### src/rtl/nm_dispatch.sv
module nm_dispatch #(
  parameter int XLEN = 32,
  parameter int PW   = 16,
  parameter int TAUW = 2,
  parameter int RIW  = 5
) (
  input  logic            clk,
  input  logic            rst_i,
  input  logic            issue_i,
  input  logic [31:0]     instr_i,
  input  logic [XLEN-1:0] rs1_val_i,
  input  logic [XLEN-1:0] rs2_val_i,
  output logic            sel_alu_o,
  output logic            sel_update_o,
  output logic            sel_decay_o,
  output logic            illegal_o,
  output logic            wb_en_o,
  output logic            rd_read_o,
  output logic [RIW-1:0]  rd_idx_o,
  output logic [PW-1:0]   cfg_a_o,
  output logic [PW-1:0]   cfg_b_o,
  output logic [PW-1:0]   cfg_c_o,
  output logic [PW-1:0]   cfg_d_o,
  output logic            cfg_step_o,
  output logic            cfg_clamp_o,
  output logic [TAUW-1:0] cfg_tau_o
);
  localparam logic [6:0] OPC_CUST = 7'b0001011;
  localparam int TAU_LO = 2;
  localparam int TAU_HI = TAU_LO + TAUW - 1;

  logic       is_cust;
  logic [2:0] f3;
  logic       ld_par, ld_stp;

  assign f3      = instr_i[14:12];
  assign is_cust = issue_i && (instr_i[6:0] == OPC_CUST);
  assign ld_par  = is_cust && (f3 == 3'b000);
  assign ld_stp  = is_cust && (f3 == 3'b001);

  assign sel_alu_o    = issue_i && !is_cust;
  assign sel_update_o = is_cust && (f3 == 3'b010);
  assign sel_decay_o  = is_cust && (f3 == 3'b011);
  assign illegal_o    = is_cust && f3[2];
  assign wb_en_o      = sel_update_o || sel_decay_o;
  assign rd_read_o    = sel_update_o;
  assign rd_idx_o     = instr_i[7+RIW-1:7];

  always_ff @(posedge clk) begin
    if (rst_i) begin
      cfg_a_o     <= '0;
      cfg_b_o     <= '0;
      cfg_c_o     <= '0;
      cfg_d_o     <= '0;
      cfg_step_o  <= 1'b0;
      cfg_clamp_o <= 1'b0;
      cfg_tau_o   <= '0;
    end else begin
      if (ld_par) begin
        cfg_a_o <= rs1_val_i[2*PW-1:PW];
        cfg_b_o <= rs1_val_i[PW-1:0];
        cfg_c_o <= rs2_val_i[2*PW-1:PW];
        cfg_d_o <= rs2_val_i[PW-1:0];
      end
      if (ld_stp) begin
        cfg_step_o  <= rs1_val_i[0];
        cfg_clamp_o <= rs1_val_i[1];
        cfg_tau_o   <= rs1_val_i[TAU_HI:TAU_LO];
      end
    end
  end

  p_one_route_r9: assert property (@(posedge clk) disable iff (rst_i)
    $onehot0({sel_alu_o, sel_update_o, sel_decay_o, illegal_o}));

  p_idle_quiet_r9: assert property (@(posedge clk) disable iff (rst_i)
    !issue_i |-> !(sel_alu_o || sel_update_o || sel_decay_o || illegal_o || wb_en_o || rd_read_o));

  p_alu_only_r1: assert property (@(posedge clk) disable iff (rst_i)
    sel_alu_o |-> !wb_en_o && !rd_read_o);

  p_par_load_r2: assert property (@(posedge clk) disable iff (rst_i)
    ld_par |=> cfg_a_o == $past(rs1_val_i[2*PW-1:PW]) && cfg_b_o == $past(rs1_val_i[PW-1:0])
            && cfg_c_o == $past(rs2_val_i[2*PW-1:PW]) && cfg_d_o == $past(rs2_val_i[PW-1:0]));

  p_step_load_r3: assert property (@(posedge clk) disable iff (rst_i)
    ld_stp |=> cfg_step_o == $past(rs1_val_i[0]) && cfg_clamp_o == $past(rs1_val_i[1])
            && $stable(cfg_a_o) && $stable(cfg_d_o));

  p_update_wb_r4: assert property (@(posedge clk) disable iff (rst_i)
    sel_update_o |-> wb_en_o && rd_read_o);

  p_decay_wb_r5: assert property (@(posedge clk) disable iff (rst_i)
    sel_decay_o |-> wb_en_o && !rd_read_o);

  p_illegal_quiet_r6: assert property (@(posedge clk) disable iff (rst_i)
    illegal_o |-> !wb_en_o ##1 ($stable(cfg_a_o) && $stable(cfg_tau_o) && $stable(cfg_clamp_o)));

  p_cfg_hold_r7: assert property (@(posedge clk) disable iff (rst_i)
    !(ld_par || ld_stp) |=> $stable(cfg_a_o) && $stable(cfg_b_o) && $stable(cfg_c_o)
            && $stable(cfg_d_o) && $stable(cfg_step_o) && $stable(cfg_clamp_o) && $stable(cfg_tau_o));

  p_load_no_wb_r7: assert property (@(posedge clk) disable iff (rst_i)
    (ld_par || ld_stp) |-> !wb_en_o);

  p_reset_clear_r8: assert property (@(posedge clk)
    rst_i |=> cfg_a_o == '0 && cfg_b_o == '0 && cfg_c_o == '0 && cfg_d_o == '0
            && !cfg_step_o && !cfg_clamp_o && cfg_tau_o == '0);
endmodule

### config.mk
export PLATFORM = sky130hd
export DESIGN_NAME = nm_dispatch
export DESIGN_NICKNAME = d
export VERILOG_FILES = /design/src/rtl/nm_dispatch.sv
export SDC_FILE = /design/constraint.sdc
export NUM_CORES = 1
export LEC_CHECK = 0
export ABC_AREA = 1
export ABC_CLOCK_PERIOD_IN_PS = 900
export BUFFER_PORTS_ARGS = -buffer_cell sky130_fd_sc_hd__buf_2
export CAP_MARGIN = 20
export CORE_MARGIN = 2
export CORE_UTILIZATION = 42
export DETAILED_ROUTE_END_ITERATION = 16
export GPL_ROUTABILITY_DRIVEN = 0
export GPL_TIMING_DRIVEN = 0
export PLACE_DENSITY = 0.77
export SYNTH_ARGS = -nofsm -noshare
export SYNTH_HDL_FRONTEND = slang
export SYNTH_SLANG_ARGS = --single-unit
### constraint.sdc
create_clock -name clk -period 0.9 [get_ports clk]
set_input_delay 0.045 -clock clk [delete_from_list [all_inputs] [get_ports clk]]
set_output_delay 0.045 -clock clk [all_outputs]
set_load 0.05 [all_outputs]
After elaboration in Yosys (flattened, before gate mapping)
Cells that the tools add are included.

storage, ports and cells
  logic and storage cells = 21
  input port bits = 99
  bits in registers = 68
  output and inout bits = 79

operators by class
  reductions and logical operators = 10
  equality and inequality tests = 4

operator list
  kind                number
  $eq 7x4->1 const B  1
  $logic_and 1x1->1   7
  $eq 3x2->1 const B  2
  $eq 3x1->1 const B  1
  $logic_not 3->1     1
  $logic_not 1->1     1
  $logic_or 1x1->1    1

Longest topological paths before layout
Gate-level depths: netlist of the first run.

  word-level depth = 4
  gate-level depth with buffers = 9
  mapped depth without buffers = 8

Least setup slack after synthesis of the first run
Ideal clock, no wire load.

  path type = in2out
  start = input port issue_i
  end = output port illegal_o
  buffers on the path = 2
  cell stages on the path = 4
  required time = 0.855 ns
  slack = -1.271 ns
  arrival time = 2.126 ns
  cells stage by stage = clkbuf_1 > buf_2 > inv_1 > nor4_1

on the way
  longest elaborated chain between the ends = 2

ends and longest elaborated chain
  element             line  text
  start: declaration  9     input logic issue_i,
  $logic_and 1x1->1   37    assign is_cust = issue_i && (instr_i[6:0] == OPC_CUST);
  $logic_and 1x1->1   44    assign illegal_o = is_cust && f3[2];
  end: declaration    16    output logic illegal_o,

No other way between the ends.

Worst setup path in the final report of the first run
  start = input port instr_i[2]
  end = output port sel_update_o

on the way
  longest elaborated chain between the ends = 3

ends and longest elaborated chain
  element             line  text
  start: declaration  10    input logic [31:0] instr_i,
  $eq 7x4->1          37
  $logic_and 1x1->1   37
  $logic_and 1x1->1   42    assign sel_update_o = is_cust && (f3 == 3'b010);
  end: declaration    14    output logic sel_update_o,

No other way between the ends.

==> impl_metrics.csv, run 1 <==
group,metric,value,unit
status,status,"finished with violations",
status,failed_checks,"negative setup slack",
timing,final_count_of_negative_setup_slack_endpoints,66,
timing,timing.slew.headroom,0.637,
timing,final.period_utilization,1.30,
global_route,grt_util_met2,0.398,
synth,post_synthesis_net_count,701,
timing,final_critical_path_setup_slack,-0.274,ns
clock_network,cts-root-to-sink-buffers,2,
floorplanning,std_cell_rows,33,
clock_network,cts.sink_count,68,
worst_setup_path,critical_path.startpoint_type,"input port",
clock_network,tritoncts.num_buffers,9,
clock_network,cts_tree,"yes",
power,powerDensity,1080,mW/mm^2
global_route,track_usage,0.221,
drt,via_count,4057,
worst_setup_path,crit_family,"simple AND/OR/NAND/NOR gates",
worst_setup_path,crit_path_cell_trace,"buf_6 -> nor2_4 -> nand2_4 -> nor2_4 -> buf_6 -> nand4_1 -> nor2_4 -> buf_6 -> buf_8",
worst_setup_path,worstReg2RegEnd,"cfg_b_o[11]$_SDFFE_PP0P_",
clock_network,worst_setup_hold_path_clk_slew,0.08,ns
finish,nNetsFinal,879,
synth,syn_area_per_cell,5.98,um^2
global_route,pin_count_of_the_biggest_net_entering_global_routing,12,
synth,ys_seq_area_frac,0.378,
drt,drt_wl_total,10800,um
placement,place_worst_setup_slack,-0.677,ns
finish,fillers,678,
placement,dp_hpwl,7190,um
worst_setup_path,critPathBufInv,4,
worst_setup_path,cp.required,0.85,ns
timing,timing_limited_maximum_frequency,852,MHz
clock_network,clock_latency,0.33,ns
global_route,grt_overflow_total,0,
finish,area_growth,57.4,%
timing,post-route-min-period,1.17,ns
clock_network,cts-root-buf,"clkbuf_8",
power,power.ir.vdd_worst,0.784,mV
timing,timing_worst_slew_pin_value,0.544,ns
floorplanning,floorplan.die.width,96.6,um
finish,diode_count,0,
timing,unrepaired_setup_endpoints_after_global_routing,"yes",
global_route,grt_first_pass_wirelength,15900,um
floorplanning,die-area,0.00933,mm^2
worst_hold_path,worst_hold_path.num_cells,5,
synth,postSynthCellCount,602,
synth,yosysUniqueCellTypes,15,
worst_setup_path,critPathMaxFanout,3,
worst_hold_path,hold_path_startpoint,"rs1_val_i[30]",
worst_setup_path,crit_type,"in -> out",
worst_setup_path,cpPeakStageDelay,0.18,ns
run,maxCapViolCount,0,
global_route,number_of_antenna_violations_at_the_first_check_in_global_routing,0,
global_route,grt-busiest-layer,"met2",
floorplanning,io_pins,178,
timing,final.setup_skew,0,ns
drt,remaining_drcs,0,
floorplanning,die_h,96.6,um
power,total_power,0.00610,W
finish,share_of_cells_above_drive_strength_1,0.373,
synth,yosys_warnings,0,
timing,slew_viol_final,0,
worst_hold_path,capture_endpoint_of_the_worst_hold_path,"cfg_a_o[14]$_SDFFE_PP0P_",
drt,wl_per_cell,12.1,um
drt,final_antenna_net_count,0,
floorplanning,initial_core_utilization,0.436,
worst_setup_path,cp.arrival,1.13,ns
worst_setup_path,endpoint_class_of_the_critical_path,"primary output",
worst_setup_path,worst_path_max_delay_cell,"nand4_1",
global_route,first_global_vias,3585,
worst_setup_path,r2r.worst_path.cells,5,
global_route,met3_routing_resource_usage_after_global_routing,0.0372,
worst_hold_path,holdCritPathClass,"in -> reg",
drt,first_drt_iteration_drcs,185,
floorplanning,coreArea,0.00826,mm^2
global_route,grt_util_met1,0.262,
placement,io_buffer_count,154,
power,cellLeakagePower,3.10,nW
worst_setup_path,worst_reg2reg_setup_slack,0.12,ns
drt,via_per_inst,4.56,
drt,detailedRoute.firstPassIterationCount,4,
synth,synth.cell_area,0.00360,mm^2
synth,synth.ff_latch_count,68,
timing,hold_violations,0,
worst_setup_path,worstReg2RegStart,"cfg_b_o[11]$_SDFFE_PP0P_",
clock_network,cts_htree_levels,3,
[repair_timing]
item / in CTS / in global routing
cloned: 0 / 0
pin swaps: 7 / 1
hold buffers: 0 / 0
setup buffers: 5 / 9
hold endpoints to repair: 0 / 0
setup endpoints to repair: 142 / 130
resized for setup: 231 / 69
[through the flow]
step           setup TNS, ns  cell area [um^2]  utilization  instances  hold slack, ns
3_5_place_dp          -40.96              4570        0.553        861           0.372
4_1_cts                -6.90              5400        0.653        882          0.0158
3_3_place_gp          -40.12              4570        0.553        861           0.363
2_1_floorplan          -8.57              3670            -        602           0.147
6_report               -7.28              5670        0.686        890          0.0251
5_1_grt               -12.13              5670        0.686        890          0.0384
[power by group]
| part | total [W] | leakage, nW | switching, W | internal [W] |
|---|---|---|---|---|
| Clock | 0.00242 | 0.0931 | 0.00115 | 0.00127 |
| Combinational | 0.000674 | 2.43 | 0.000404 | 0.000270 |
| Sequential | 0.00301 | 0.582 | 0.00000178 | 0.00301 |
[synth_stat cells (all sizes together)]
cell,instances,area (um^2)
inv,206,773
dfxtp,68,1360
clkbuf,10,37.5
nand3,2,15.0
buf,31,158
nor3,2,10.0
nor4,1,6.26
nand2,139,522
nor2,74,285
nand4,69,432
[registers in the layout (all words and copies together) (netlist names)]
register,count
cfg_a_o,16
cfg_b_o,16
cfg_c_o,16
cfg_d_o,16
cfg_tau_o,2
cfg_clamp_o,1
cfg_step_o,1
[logic make-up (layout without fill, tap and decap cells)]
kind of cell  count (synthesis)  in the layout  share of synthesized area
buf+inv                     247            430                      0.269
flops                        68             68                      0.378
simple gates                287            287                      0.353
[worst max path at each step]
stage / endpoint / cells after the start / from / slack, ns
finish: sel_update_o / 9 / instr_i[2] / -0.27
global placement: sel_update_o / 9 / instr_i[5] / -0.66
detailed placement: sel_update_o / 9 / instr_i[5] / -0.68
CTS: sel_update_o / 9 / instr_i[2] / -0.26
global route: sel_update_o / 9 / instr_i[4] / -0.35
floorplan: sel_update_o / 7 / instr_i[5] / -0.46
[final cells by class]
class                      count  area, um^2  share of cell area
clock inverter                 5        52.6             0.00927
tap                          105         131              0.0232
inverter                     206         773               0.136
timing repair buffer         168        1520               0.268
clock buffer                  11         131              0.0232
sequential                    68        1450               0.255
multi-input combinational    287        1350               0.238
buffer                        40         265              0.0468
[worst min-delay path: stages]
cell,delay (ns)
buf_2,0.07
inv_1,0.03
nand4_1,0.07
nand2_1,0.04
nor2_1,0.07
[cell usage in the layout, fill, tap and decap left out, types with 3 or more instances in the layout]
master / count
buf_6: 36
nor2_1: 68
buf_8: 45
buf_1: 10
clkbuf_1: 3
buf_4: 25
clkbuf_8: 11
nand2_1: 136
clkinv_2: 3
inv_1: 204
dfxtp_2: 67
clkbuf_2: 4
nand4_1: 69
nor2_4: 4
buf_2: 84
[per-layer routing]
| metal | part of all wire | vias to the layer above |
|---|---|---|
| met4 | 0.025 | 0 |
| met5 | 0 | - |
| li1 | - | 2072 |
| met2 | 0.50 | 133 |
| met3 | 0.054 | 26 |
| met1 | 0.42 | 1826 |
(Power assumes the default switching activity.)
==> run 2: changes to the inputs <==
--- a/config.mk
+++ b/config.mk
@@ -6,15 +6,15 @@
 export NUM_CORES = 1
 export LEC_CHECK = 0
 export ABC_AREA = 1
-export ABC_CLOCK_PERIOD_IN_PS = 900
+export ABC_CLOCK_PERIOD_IN_PS = 1200
 export BUFFER_PORTS_ARGS = -buffer_cell sky130_fd_sc_hd__buf_2
 export CAP_MARGIN = 20
 export CORE_MARGIN = 2
-export CORE_UTILIZATION = 42
+export CORE_UTILIZATION = 46
 export DETAILED_ROUTE_END_ITERATION = 16
 export GPL_ROUTABILITY_DRIVEN = 0
 export GPL_TIMING_DRIVEN = 0
-export PLACE_DENSITY = 0.77
+export PLACE_DENSITY = 0.8
 export SYNTH_ARGS = -nofsm -noshare
 export SYNTH_HDL_FRONTEND = slang
 export SYNTH_SLANG_ARGS = --single-unit
==> constraint.sdc (replaced) <==
create_clock -name clk -period 1.2 [get_ports clk]
set_input_delay 0.06 -clock clk [delete_from_list [all_inputs] [get_ports clk]]
set_output_delay 0.06 -clock clk [all_outputs]
set_load 0.05 [all_outputs]
==> run 2 against run 1 <==
  * The flow still finishes with violations (negative setup slack)
  * Non-clock buffer count shrank 8
  * First-iteration DRC count shrank 10%
  * Via count shrank 4.7%
  * Power shrank 29%
  * Flip-flop and latch count is the same
  * Clock-buffer cell count is the same
  * Core utilization shrank 5.5 points
  * Hold slack gained 0.022 ns
  * Wire length shrank 9.5%
  * Clock power shrank 34%
  * Critical path depth is the same
  * Critical path type unchanged
  * Largest cell class is now sequential cells
==> impl_metrics.csv, run 2 (synthesis gave the netlist of run 1 again) <==
group,metric,value,unit
timing,final.period_utilization,1.01,
floorplanning,io_pins,178,
clock_network,cts-root-to-sink-buffers,2,
drt,first_drt_iteration_drcs,166,
floorplanning,coreArea,0.00765,mm^2
status,failed_checks,"negative setup slack",
worst_hold_path,holdCritPathClass,"in -> reg",
finish,final_cell_mix,"inv_1, buf_2, nand2_1",
drt,via_per_inst,4.41,
timing,timing_worst_slew_pin_value,0.525,ns
floorplanning,std_cell_rows,32,
power,internal_power,0.00322,W
timing,post-route-min-period,1.22,ns
worst_setup_path,worst_reg2reg_setup_slack,0.56,ns
worst_hold_path,capture_endpoint_of_the_worst_hold_path,"cfg_d_o[1]$_SDFFE_PP0P_",
power,p_seq_frac,0.521,
timing,timing.slew.headroom,0.650,
clock_network,clock_latency,0.33,ns
global_route,track_usage,0.227,
finish,share_of_cells_above_drive_strength_1,0.268,
run,maxCapViolCount,0,
clock_network,cts_tree,"yes",
worst_setup_path,endpoint_class_of_the_critical_path,"primary output",
global_route,grt_first_pass_wirelength,15700,um
worst_setup_path,worstReg2RegStart,"cfg_b_o[13]$_SDFFE_PP0P_",
worst_setup_path,cp.required,1.14,ns
worst_setup_path,critPathBufInv,4,
timing,setup-tns-final,-0.0158,ns
worst_setup_path,worstReg2RegEnd,"cfg_b_o[13]$_SDFFE_PP0P_",
timing,timing_limited_maximum_frequency,823,MHz
finish,fillers,729,
finish,area_growth,34.1,%
drt,drt_wl_total,9750,um
worst_hold_path,worst_hold_path.num_cells,5,
timing,final.setup_skew,0,ns
power,cellLeakagePower,2.89,nW
placement,place_worst_setup_slack,-0.389,ns
worst_setup_path,crit_type,"in -> out",
worst_setup_path,crit_path_cell_trace,"buf_6 -> nor2_4 -> nand2_4 -> nor2_4 -> buf_6 -> nand4_1 -> nor2_4 -> buf_6 -> buf_8",
clock_network,worst_setup_hold_path_clk_slew,0.07,ns
status,status,"finished with violations",
power,power.ir.vdd_worst,0.605,mV
clock_network,post_cts_hold_buffer_count,0,
timing,slew_viol_final,0,
finish,diode_count,0,
floorplanning,initial_core_utilization,0.471,
placement,dp_hpwl,7180,um
finish,mostFrequentLayoutCell,"inv_1",
drt,detailedRoute.firstPassIterationCount,5,
floorplanning,floorplan.die.width,92.5,um
drt,final_antenna_net_count,0,
drt,wl_per_cell,11.1,um
drt,remaining_drcs,0,
timing,final_critical_path_setup_slack,-0.0158,ns
drt,via_count,3867,
global_route,first_global_vias,3561,
power,switching_share,0.256,
clock_network,cts.sink_count,68,
worst_setup_path,r2r.worst_path.cells,4,
clock_network,tritoncts.num_buffers,9,
power,powerDensity,897,mW/mm^2
worst_hold_path,hold_path_startpoint,"rs2_val_i[1]",
global_route,grt_overflow_total,0,
worst_setup_path,critical_path.startpoint_type,"input port",
timing,unrepaired_setup_endpoints_after_global_routing,"yes",
power,net-switching-power,0.00111,W
timing,final_count_of_negative_setup_slack_endpoints,1,
global_route,number_of_antenna_violations_at_the_first_check_in_global_routing,0,
global_route,pin_count_of_the_biggest_net_entering_global_routing,11,
timing,hold_violations,0,
worst_setup_path,cpPeakStageDelay,0.19,ns
power,combPwrFrac,0.111,
clock_network,cts_htree_levels,3,
clock_network,cts-root-buf,"clkbuf_8",
power,p_clk_frac,0.367,
worst_setup_path,worst_path_max_delay_cell,"nand4_1",
placement,io_buffer_count,154,
floorplanning,die-area,0.00855,mm^2
floorplanning,die_h,92.5,um
worst_setup_path,crit_family,"simple AND/OR/NAND/NOR gates",
worst_setup_path,critPathMaxFanout,3,
worst_setup_path,cp.arrival,1.16,ns
finish,nNetsFinal,871,
-- run 2: through the flow --
stage / cell area (um^2) / utilization / hold WS, ns / std cells / power [W]
floorplan: 3660 / - / 0.177 / 602 / 0.00257
global placement: 4560 / 0.597 / 0.372 / 858 / 0.00276
detailed placement: 4560 / 0.597 / 0.391 / 858 / 0.00277
CTS: 4790 / 0.626 / 0.0358 / 876 / 0.00436
global route: 4830 / 0.631 / 0.0471 / 877 / 0.00451
finish: 4830 / 0.631 / 0.0468 / 877 / 0.00433
-- run 2: worst min-delay path, delay by kind of cell --
family | cells | cell delay, ns
buffers and inverters | 2 | 0.10
and+or+nand+nor | 3 | 0.19
-- run 2: what timing repair did --
| action | CTS | global route |
|---|---|---|
| pin swaps | 7 | 1 |
| gates cloned | 0 | 0 |
| buffers inserted | 4 | 1 |
| gates resized for setup | 12 | 7 |
| endpoints found under the setup margin | 6 | 10 |
-- run 2: worst max path at each step --
stage	endpoint	cells after the start	slack, ns	start
finish	sel_update_o	9	-0.02	instr_i[2]
detailed placement	sel_update_o	9	-0.39	instr_i[5]
global route	sel_update_o	9	-0.09	instr_i[4]
floorplan	sel_update_o	7	-0.19	instr_i[5]
CTS	sel_update_o	9	0.005	instr_i[5]
global placement	sel_update_o	9	-0.36	instr_i[5]
-- run 2: final cells by class --
cell class | instances | area [um^2] | share of cell area
sequential | 68 | 1360 | 0.282
multi-input combinational | 287 | 1330 | 0.276
timing repair buffer | 159 | 861 | 0.178
inverter | 206 | 773 | 0.160
buffer | 41 | 215 | 0.0446
clock buffer | 11 | 141 | 0.0293
tap | 102 | 128 | 0.0264
clock inverter | 3 | 15.0 | 0.00311
-- run 2: routing by layer --
layer	GRT usage	wire [um]
met1	0.281	4300
met2	0.393	4720
met3	0.0382	556
met4	0.0908	173
met5	0	0
-- run 2: power groups by stage --
| stage | Sequential (W) | Clock [W] | Combinational, W |
|---|---|---|---|
| floorplan | 0.00232 | 0 | 0.000257 |
| global placement | 0.00231 | 0 | 0.000454 |
| detailed placement | 0.00231 | 0 | 0.000462 |
| CTS | 0.00226 | 0.00162 | 0.000476 |
| global route | 0.00226 | 0.00172 | 0.000533 |
| finish | 0.00226 | 0.00159 | 0.000482 |
==> run 3: changes to the inputs <==
==> constraint.sdc (replaced) <==
create_clock -name clk -period 1.2 [get_ports clk]
set_input_delay 0.18 -clock clk [delete_from_list [all_inputs] [get_ports clk]]
set_output_delay 0.18 -clock clk [all_outputs]
set_load 0.05 [all_outputs]
==> run 3 against run 2 <==
  * The flow still finishes with violations (negative setup slack)
  * First-iteration DRC count grew 17%
  * Cell count grew 0.46%
  * Flip-flop and latch count is the same
  * Sequential share of layout area shrank 0.94 points
  * Die area is the same
  * Clock-buffer cell count grew 1
  * Core utilization grew 2.2 points
  * Critical path depth is the same
  * Final area grew 3.4%
  * Non-clock buffer count grew 3
  * Clock skew is the same
==> impl_metrics.csv, run 3 (synthesis gave the netlist of run 1 again) <==
group,metric,value,unit
floorplanning,std_cell_rows,32,
finish,nNetsFinal,875,
clock_network,cts_tree,"yes",
worst_setup_path,critical_path.startpoint_type,"input port",
floorplanning,coreArea,0.00765,mm^2
global_route,grt_overflow_total,0,
power,power.ir.vdd_worst,0.529,mV
clock_network,cts_htree_levels,3,
global_route,grt_util_met2,0.421,
global_route,track_usage,0.236,
clock_network,clock_latency,0.34,ns
timing,timing_worst_slew_pin_value,0.521,ns
worst_setup_path,endpoint_class_of_the_critical_path,"primary output",
placement,dp_hpwl,7250,um
floorplanning,floorplan.die.width,92.5,um
power,cellLeakagePower,2.96,nW
clock_network,tritoncts.num_buffers,9,
global_route,grt_first_pass_wirelength,16300,um
timing,setup-tns-final,-7.30,ns
timing,final.setup_skew,0,ns
worst_setup_path,cp.required,1.02,ns
drt,detailedRoute.firstPassIterationCount,4,
timing,timing_limited_maximum_frequency,661,MHz
drt,via_count,3949,
timing,post-route-min-period,1.51,ns
floorplanning,die-area,0.00855,mm^2
run,maxCapViolCount,0,
finish,diode_count,0,
timing,final_critical_path_setup_slack,-0.312,ns
global_route,pin_count_of_the_biggest_net_entering_global_routing,11,
status,status,"finished with violations",
global_route,grt-busiest-layer,"met2",
global_route,first_global_vias,3787,
clock_network,cts.sink_count,68,
placement,place_worst_setup_slack,-0.648,ns
clock_network,cts-root-to-sink-buffers,2,
finish,final_cell_mix,"inv_1, buf_2, nand2_1",
floorplanning,initial_core_utilization,0.471,
drt,first_drt_iteration_drcs,194,
timing,final.period_utilization,1.26,
global_route,grt_util_met1,0.275,
timing,unrepaired_setup_endpoints_after_global_routing,"yes",
timing,slew_viol_final,0,
clock_network,worst_setup_hold_path_clk_slew,0.07,ns
floorplanning,die_h,92.5,um
clock_network,cts-root-buf,"clkbuf_8",
global_route,met3_routing_resource_usage_after_global_routing,0.0382,
drt,via_per_inst,4.48,
timing,hold_violations,0,
worst_setup_path,critPathMaxFanout,3,
floorplanning,io_pins,178,
placement,io_buffer_count,154,
timing,timing.slew.headroom,0.653,
drt,remaining_drcs,0,
drt,final_antenna_net_count,0,
drt,wl_per_cell,11.5,um
worst_hold_path,holdCritPathClass,"in -> reg",
status,failed_checks,"negative setup slack",
timing,final_count_of_negative_setup_slack_endpoints,66,
finish,area_growth,38.7,%
finish,mostFrequentLayoutCell,"inv_1",
drt,drt_wl_total,10100,um
global_route,number_of_antenna_violations_at_the_first_check_in_global_routing,0,
finish,share_of_cells_above_drive_strength_1,0.288,
worst_setup_path,cp.arrival,1.33,ns
power,powerDensity,901,mW/mm^2
worst_setup_path,crit_type,"in -> out",
-- run 3: power by group --
part / internal, W / switching (W) / leakage, nW / total (W)
combinational: 0.000199 / 0.000298 / 2.32 / 0.000496
sequential: 0.00226 / 0.000000770 / 0.547 / 0.00226
clock: 0.000891 / 0.000852 / 0.0941 / 0.00174
-- run 3: timing repair --
item,4_1_cts,5_1_grt
hold buffers,0,0
setup buffers,6,4
pin swaps,7,4
cloned,0,2
gates resized for setup,30,35
setup endpoints to repair,68,74
-- run 3: metrics by stage --
| step | utilization | hold slack (ns) | power, W | area (um^2) | cells |
|---|---|---|---|---|---|
| after global placement | 0.597 | 0.491 | 0.00276 | 4560 | 858 |
| final | 0.653 | 0.148 | 0.00450 | 4990 | 881 |
| after global routing | 0.653 | 0.177 | 0.00468 | 4990 | 881 |
| after floorplan | - | 0.403 | 0.00257 | 3660 | 602 |
| after detailed placement | 0.597 | 0.497 | 0.00277 | 4560 | 858 |
| after CTS | 0.638 | 0.144 | 0.00452 | 4880 | 878 |
-- run 3: worst paths after layout --
kind,startpoint,endpoint,slack (ns),depth (start not counted)
setup reg to reg,cfg_b_o[10]$_SDFFE_PP0P_,cfg_b_o[10]$_SDFFE_PP0P_,0.54,4
hold reg to reg,cfg_c_o[13]$_SDFFE_PP0P_,cfg_c_o[13]$_SDFFE_PP0P_,0.51,4
hold / removal,rs2_val_i[7],cfg_d_o[7]$_SDFFE_PP0P_,0.15,5
setup / recovery,instr_i[6],sel_update_o,-0.31,9
-- run 3: layout make-up --
type	instances	area [um^2]
fill	732	2650
multi-input combinational	288	1370
sequential	68	1360
timing repair buffer	162	916
inverter	206	773
buffer	41	273
clock buffer	12	165
tap	102	128
clock inverter	2	10.0
-- run 3: worst max-delay path: stages --
cell	delay [ns]
buf_6	0.10
nor2_4	0.11
nand2_4	0.07
nor2_4	0.12
buf_6	0.10
nand4_1	0.20
nor2_4	0.20
buf_6	0.12
buf_8	0.13
-- run 3: routing by layer --
layer / share of wire / up-vias
li1: - / 2065
met3: 0.056 / 16
met5: 0 / -
met4: 0.022 / 0
met1: 0.42 / 1754
met2: 0.50 / 114
